==> src/rtl/sdcmd_pkg.sv <==
package sdcmd_pkg;

  typedef enum logic [2:0] {
    ST_IDLE,
    ST_INIT,
    ST_FRAME,
    ST_POLL,
    ST_EXTRA,
    ST_CHECK,
    ST_FIN
  } seq_state_e;

  localparam logic [1:0] KIND_SHORT   = 2'b00;
  localparam logic [1:0] KIND_STATUS2 = 2'b01;
  localparam logic [1:0] KIND_WORD4   = 2'b10;

  localparam int FRAME_BYTES = 7;

  typedef struct packed {
    logic latchCmd;
    logic startInit;
    logic clrCnt;
    logic incCnt;
    logic frameSel;
    logic capR1;
    logic capExtra;
    logic setTimeout;
    logic setRspErr;
  } dp_strobe_t;

endpackage

==> src/rtl/sdcmd_datapath.sv <==
module sdcmd_datapath
  import sdcmd_pkg::*;
#(
  parameter int CNT_W = 16
) (
  input  logic             clk,
  input  logic             rstN,
  input  dp_strobe_t       st,
  input  logic [5:0]       cmdOpcode,
  input  logic [31:0]      cmdArg,
  input  logic [1:0]       rspKind,
  input  logic             cmdHasData,
  input  logic [7:0]       spiRx,
  output logic [CNT_W-1:0] cnt,
  output logic [7:0]       txByte,
  output logic [2:0]       extraLen,
  output logic             respBad,
  output logic             wantData,
  output logic             timeoutErr,
  output logic             rspErr,
  output logic [15:0]      rspStatus,
  output logic [31:0]      rspWord
);

  logic [5:0]  opReg;
  logic [31:0] argReg;
  logic [1:0]  kindReg;
  logic [7:0]  checkByte;
  logic [7:0]  frameByte;

  // fixed checksums for the two commands that are checked before CRC is off
  always_comb begin
    if (opReg == 6'd0)      checkByte = 8'h95;
    else if (opReg == 6'd8) checkByte = 8'h87;
    else                    checkByte = 8'h00;
  end

  always_comb begin
    case (cnt[2:0])
      3'd1:    frameByte = {2'b01, opReg};
      3'd2:    frameByte = argReg[31:24];
      3'd3:    frameByte = argReg[23:16];
      3'd4:    frameByte = argReg[15:8];
      3'd5:    frameByte = argReg[7:0];
      3'd6:    frameByte = checkByte;
      default: frameByte = 8'hFF;
    endcase
  end

  assign txByte = st.frameSel ? frameByte : 8'hFF;

  always_comb begin
    case (kindReg)
      KIND_STATUS2: extraLen = 3'd1;
      KIND_WORD4:   extraLen = 3'd4;
      default:      extraLen = 3'd0;
    endcase
  end

  assign respBad = (rspStatus > 16'd1);

  always_ff @(posedge clk or negedge rstN) begin
    if (!rstN) begin
      opReg      <= '0;
      argReg     <= '0;
      kindReg    <= KIND_SHORT;
      wantData   <= 1'b0;
      cnt        <= '0;
      rspStatus  <= '0;
      rspWord    <= '0;
      timeoutErr <= 1'b0;
      rspErr     <= 1'b0;
    end else begin
      if (st.latchCmd) begin
        opReg      <= cmdOpcode;
        argReg     <= cmdArg;
        kindReg    <= rspKind;
        wantData   <= cmdHasData;
        rspStatus  <= '0;
        rspWord    <= '0;
        timeoutErr <= 1'b0;
        rspErr     <= 1'b0;
      end
      if (st.startInit) wantData <= 1'b0;
      if (st.clrCnt)      cnt <= '0;
      else if (st.incCnt) cnt <= cnt + 1'b1;
      if (st.capR1) rspStatus <= {8'h00, spiRx};
      if (st.capExtra) begin
        if (kindReg == KIND_STATUS2) rspStatus[15:8] <= spiRx;
        else                         rspWord <= {rspWord[23:0], spiRx};
      end
      if (st.setTimeout) timeoutErr <= 1'b1;
      if (st.setRspErr)  rspErr     <= 1'b1;
    end
  end

endmodule

==> src/rtl/sdcmd_control.sv <==
module sdcmd_control
  import sdcmd_pkg::*;
#(
  parameter int POLL_LIMIT = 20000,
  parameter int SKIP_COUNT = 2,
  parameter int INIT_BYTES = 10,
  parameter int CNT_W      = 16
) (
  input  logic             clk,
  input  logic             rstN,
  input  logic             initReq,
  input  logic             cmdStart,
  input  logic             spiReady,
  input  logic             rxMsb,
  input  logic [CNT_W-1:0] cnt,
  input  logic [2:0]       extraLen,
  input  logic             respBad,
  output dp_strobe_t       st,
  output logic             spiStart,
  output logic             csActive,
  output logic             busy,
  output logic             done
);

  localparam logic [CNT_W-1:0] INIT_LAST  = CNT_W'(INIT_BYTES - 1);
  localparam logic [CNT_W-1:0] FRAME_LAST = CNT_W'(FRAME_BYTES - 1);
  localparam logic [CNT_W-1:0] POLL_LAST  = CNT_W'(POLL_LIMIT - 1);
  localparam logic [CNT_W-1:0] SKIP_MIN   = CNT_W'(SKIP_COUNT);

  seq_state_e state, nextState;
  logic pending;
  logic csReg;
  logic xferPhase;
  logic byteDone;
  logic rxOk;
  logic initLast;

  assign xferPhase = (state == ST_INIT) || (state == ST_FRAME) ||
                     (state == ST_POLL) || (state == ST_EXTRA);
  assign spiStart  = xferPhase && !pending;
  assign byteDone  = xferPhase && pending && spiReady;
  assign rxOk      = !rxMsb && (cnt >= SKIP_MIN);
  assign busy      = (state != ST_IDLE);
  assign done      = (state == ST_FIN);
  assign csActive  = csReg;

  always_comb begin
    st        = '0;
    nextState = state;
    initLast  = 1'b0;
    case (state)
      ST_IDLE: begin
        if (initReq) begin
          st.startInit = 1'b1;
          st.clrCnt    = 1'b1;
          nextState    = ST_INIT;
        end else if (cmdStart) begin
          st.latchCmd = 1'b1;
          st.clrCnt   = 1'b1;
          nextState   = ST_FRAME;
        end
      end
      ST_INIT: begin
        if (byteDone) begin
          if (cnt == INIT_LAST) begin
            initLast  = 1'b1;
            nextState = ST_FIN;
          end else begin
            st.incCnt = 1'b1;
          end
        end
      end
      ST_FRAME: begin
        st.frameSel = 1'b1;
        if (byteDone) begin
          if (cnt == FRAME_LAST) begin
            st.clrCnt = 1'b1;
            nextState = ST_POLL;
          end else begin
            st.incCnt = 1'b1;
          end
        end
      end
      ST_POLL: begin
        if (byteDone) begin
          if (rxOk) begin
            st.capR1  = 1'b1;
            st.clrCnt = 1'b1;
            nextState = (extraLen == 3'd0) ? ST_CHECK : ST_EXTRA;
          end else if (cnt == POLL_LAST) begin
            st.setTimeout = 1'b1;
            nextState     = ST_FIN;
          end else begin
            st.incCnt = 1'b1;
          end
        end
      end
      ST_EXTRA: begin
        if (byteDone) begin
          st.capExtra = 1'b1;
          if (cnt == CNT_W'(extraLen) - CNT_W'(1)) nextState = ST_CHECK;
          else                                      st.incCnt = 1'b1;
        end
      end
      ST_CHECK: begin
        st.setRspErr = respBad;
        nextState    = ST_FIN;
      end
      default: nextState = ST_IDLE;
    endcase
  end

  always_ff @(posedge clk or negedge rstN) begin
    if (!rstN) begin
      state   <= ST_IDLE;
      pending <= 1'b0;
      csReg   <= 1'b0;
    end else begin
      state <= nextState;
      if (spiStart)      pending <= 1'b1;
      else if (byteDone) pending <= 1'b0;
      if (st.startInit)  csReg <= 1'b0;
      else if (initLast) csReg <= 1'b1;
    end
  end

endmodule

==> src/rtl/sd_spi_cmd_seq.sv <==
module sd_spi_cmd_seq
  import sdcmd_pkg::*;
#(
  parameter int POLL_LIMIT = 20000,
  parameter int SKIP_COUNT = 2,
  parameter int INIT_BYTES = 10
) (
  input  logic        clk,
  input  logic        rstN,
  input  logic        initReq,
  input  logic        cmdStart,
  input  logic [5:0]  cmdOpcode,
  input  logic [31:0] cmdArg,
  input  logic [1:0]  rspKind,
  input  logic        cmdHasData,
  output logic        spiStart,
  output logic [7:0]  spiTx,
  input  logic        spiReady,
  input  logic [7:0]  spiRx,
  output logic        csActive,
  output logic        busy,
  output logic        done,
  output logic        dataGo,
  output logic        timeoutErr,
  output logic        rspErr,
  output logic [15:0] rspStatus,
  output logic [31:0] rspWord
);

  localparam int CNT_W = $clog2(POLL_LIMIT + INIT_BYTES + FRAME_BYTES + 1);

  dp_strobe_t       strobes;
  logic [CNT_W-1:0] cnt;
  logic [2:0]       extraLen;
  logic             respBad;
  logic             wantData;

  sdcmd_control #(
    .POLL_LIMIT(POLL_LIMIT),
    .SKIP_COUNT(SKIP_COUNT),
    .INIT_BYTES(INIT_BYTES),
    .CNT_W     (CNT_W)
  ) u_ctrl (
    .clk      (clk),
    .rstN     (rstN),
    .initReq  (initReq),
    .cmdStart (cmdStart),
    .spiReady (spiReady),
    .rxMsb    (spiRx[7]),
    .cnt      (cnt),
    .extraLen (extraLen),
    .respBad  (respBad),
    .st       (strobes),
    .spiStart (spiStart),
    .csActive (csActive),
    .busy     (busy),
    .done     (done)
  );

  sdcmd_datapath #(
    .CNT_W(CNT_W)
  ) u_dp (
    .clk        (clk),
    .rstN       (rstN),
    .st         (strobes),
    .cmdOpcode  (cmdOpcode),
    .cmdArg     (cmdArg),
    .rspKind    (rspKind),
    .cmdHasData (cmdHasData),
    .spiRx      (spiRx),
    .cnt        (cnt),
    .txByte     (spiTx),
    .extraLen   (extraLen),
    .respBad    (respBad),
    .wantData   (wantData),
    .timeoutErr (timeoutErr),
    .rspErr     (rspErr),
    .rspStatus  (rspStatus),
    .rspWord    (rspWord)
  );

  assign dataGo = done && wantData && !timeoutErr && !rspErr;

endmodule

==> config.mk <==
export PLATFORM = sky130hd
export DESIGN_NAME = sd_spi_cmd_seq
export DESIGN_NICKNAME = d
export VERILOG_FILES = /design/src/rtl/sdcmd_pkg.sv /design/src/rtl/sdcmd_datapath.sv /design/src/rtl/sdcmd_control.sv /design/src/rtl/sd_spi_cmd_seq.sv
export SDC_FILE = /design/constraint.sdc
export NUM_CORES = 1
export LEC_CHECK = 0
export ABC_CLOCK_PERIOD_IN_PS = 3700
export BUFFER_PORTS_ARGS = -buffer_cell sky130_fd_sc_hd__buf_2
export CAP_MARGIN = 20
export CORE_MARGIN = 3
export CORE_UTILIZATION = 41
export CTS_CLUSTER_DIAMETER = 60
export DETAILED_ROUTE_END_ITERATION = 12
export PLACE_DENSITY = 0.74
export SKIP_LAST_GASP = 1
export SYNTH_ARGS = -nofsm -noshare
export SYNTH_HDL_FRONTEND = slang
export SYNTH_HIERARCHICAL = 1
export SYNTH_SLANG_ARGS = --single-unit
==> constraint.sdc <==
create_clock -name clk -period 3.7 [get_ports clk]
set_clock_uncertainty 0.1 [all_clocks]
set_input_delay 0.74 -clock clk [delete_from_list [all_inputs] [get_ports clk]]
set_output_delay 0.74 -clock clk [all_outputs]
set_load 0.02 [all_outputs]
==> metrics <==
pwr/cell area=670.7 nW/um^2; # diodes=0; Post-synth EDFFs=0; CP Max Fanout=9; worst relative slew slack=58.91%; post-CTS sizing=0; Max Slew Vio Count=0; Seq/Total Area, Yosys=between 50 and 60%; Num Clock Sinks=~110; outcome=finished clean; hold_buf cts=0; Net Sw Power=1595 uW; clock root buffer=clkbuf_16; Clk network pwr share=about 22%; RSZ-0062 raised after global routing=no; count leader, synth=dfrtp_1; Area growth syn-to-layout=18.36%; fin crit period=3374 ps; initial antenna violation count=0; Via Count=4228; layout cells sized above 1=37.19%; Flop pwr share=42.3%; setup TNS=0 ps; pin count of the biggest net entering global routing=75; synthesis warning total=6; RD Place Congestion=0.8405; cell mode on critical path=ha_1; CP endpoint kind=output port; leakage power=0.003196 uW; Post-CTS Setup Bufs=0; Post-Layout Cell Count=769; first-pass GRT wire length=20.89 mm; Synth Flop Type=dfrtp_1; CP Launch Point=u_dp/cnt[0]; leading area contributor after synthesis=dfrtp_1; Core ar.=12880 sq um; DRT iter0 DRCs=274; Post-Syn Area=5508 sq um; CTS Buffer Depth=2; Seq cells post-synth=111; final hold violation count=0; library cells used by synthesis=a little under 60; startpoint types=flip-flop; IO Port Bufs=116; First-pass DRT Iterations=5; f_max=0.2964 GHz; Die H=121.9 um; max-cap violations=0; DP HPWL=between 9 and 10 mm; cell count after placement=755; Worst Path Arrival=~2500 ps; Clock Latency Late Sink=340 ps; die area=14860 sq um; Detailed Route WL=12.64 mm; routed len/inst=16.44 um; slew at the pin closest to its max-slew limit=614.8 ps; fin crit share=91.19%; async set-reset flop share out of synthesis=100.0%; I/O pins=117; Slowest-stage cell, CP=o41a_1; syn_nets=550; CTS Buf Count=9; GRT Total Usage=17.49%; Mapped Cells=489; Rows=41; post-route ant nets=0; nets=approximately 660; WP data required=2860 ps; crit path kind=reg2out; Net Sw Frac=36.48%; peak supply drop=~0.45 mV; Crit path largest cell delay=~610 ps; Internal Power=2777 uW; Via density=roughly 5.5; logic gate share of total power=between 30% and 40%; Initial Util=a little over two fifths; endpoints failing setup=0; area share of the largest cell type after synthesis=between 50% and 60%; Avg Inst Size Synth=between 10 and 15 sq um; clock slew at reported path FFs=roughly 70 ps; largest cells by area after synthesis=dfrtp_1 50%, mux2_2 16%, nor2b_1 4.5%; number of remaining DRC errors=0; vias in the first global route=4314; most frequent cells after synthesis=111 x dfrtp_1, 76 x mux2_2, 40 x nor2b_1; Hold Path Class=in2async; H-tree levels=3; FILL cells=1137; TritonCTS clock tree=done; Die X=121.9 um; Critical R2R Launch=u_dp/cnt[10]; total gr overflow=0; CP Cell Sequence=ha_1 -> ha_1 -> o41a_1 -> o2111ai_1 -> buf_2
[power by group through the flow]
stage	sequential [uW]	clock (uW)	combinational, uW
floorplan	1840	0	1130
global placement	1850	0	1550
detailed placement	1870	0	1580
CTS	1850	969	1590
global route	1900	1020	1740
finish	1850	943	1580
[cell type report]
class	count	area, sq um	area share (%)
flip-flops and latches	111	2778	42.61
multi-input cells	338	2549	39.10
repair buffers	122	653.1	10.02
clock buffers	11	232.7	3.570
well taps	172	215.2	3.301
clock inverters	3	46.29	0.7102
inverters	12	45.04	0.6910
[layer usage]
metal	part of all wire, %	vias up	GRT usage, %
li1	-	1975	-
met1	43	2077	22.54
met2	47	162	28.25
met3	8.6	14	6.453
met4	0.92	0	4.132
met5	0	-	0
[placed cells by master (no fill, tap or decap), drive strengths merged, types with 3 or more instances in the layout]
cell,netlist,layout
nor2,21,21
a32o,3,3
o21ai,20,20
or3,6,6
nand4,12,12
nor2b,40,40
dfrtp,111,111
a22o,10,10
buf,18,122
and3,3,3
nor3,9,9
a22oi,6,6
a21oi,14,14
and4,3,3
nand2,39,39
inv,12,12
ha,7,7
o31ai,3,3
or4,3,3
mux2i,4,4
xnor2,5,5
nand3,6,6
nor3b,3,3
a21o,4,4
mux2,77,77
clkbuf,10,11
nor4,11,11
[through the flow]
stage	utilization, %	area [sq um]	setup slack, ps	hold slack [ps]	power (uW)
2_1_floorplan	-	5508	808.3	344.4	2970
3_3_place_gp	48.46	6240	608.2	376.1	3404
3_5_place_dp	48.46	6240	519.4	387.3	3450
4_1_cts	50.63	6519	300.3	272.3	4405
5_1_grt	50.63	6519	174.8	280.9	4661
6_report	50.63	6519	325.9	262.6	4372
[critical path: cells and delay by family (launching register included)]
kind	cells	cell delay (ps)
AOI/OAI and AO/OA	2	760
adders and majority gates	2	690
buffers and inverters	1	210
DFF	1	530
[worst paths after layout]
check	end	slack, ps	depth (start not counted)
hold reg to reg	u_dp/argReg[6]	410	1
max in group asynchronous	u_dp/rspWord[7]	2470	2
setup / recovery	spiTx[1]	330	5
setup reg to reg	u_dp/cnt[11]	450	10
hold / removal	u_dp/rspStatus[9]	260	1
min in group clk	u_dp/argReg[6]	410	1
[sequential cells by signal (all words and copies together) (netlist names)]
| register | count |
|---|---|
| u_dp/wantData | 1 |
| u_dp/kindReg | 2 |
| u_dp/rspStatus | 16 |
| u_dp/timeoutErr | 1 |
| u_ctrl/csActive | 1 |
| u_dp/cnt | 15 |
| u_dp/opReg | 6 |
| u_dp/rspWord | 32 |
| u_dp/rspErr | 1 |
| u_ctrl/state | 3 |
| u_dp/argReg | 32 |
| u_ctrl/pending | 1 |
[logic make-up (layout without fill, tap and decap cells)]
group	after synthesis	after routing	share of synthesized area, %
other cells	1	1	0.06809
simple gates	164	164	16.99
xor+xnor	7	7	1.113
buf+inv	40	148	3.453
mux	81	81	16.54
compound gates	78	78	9.814
fa+ha+maj	7	7	1.590
flops	111	111	50.43
Power figures use the tool's default switching activity.
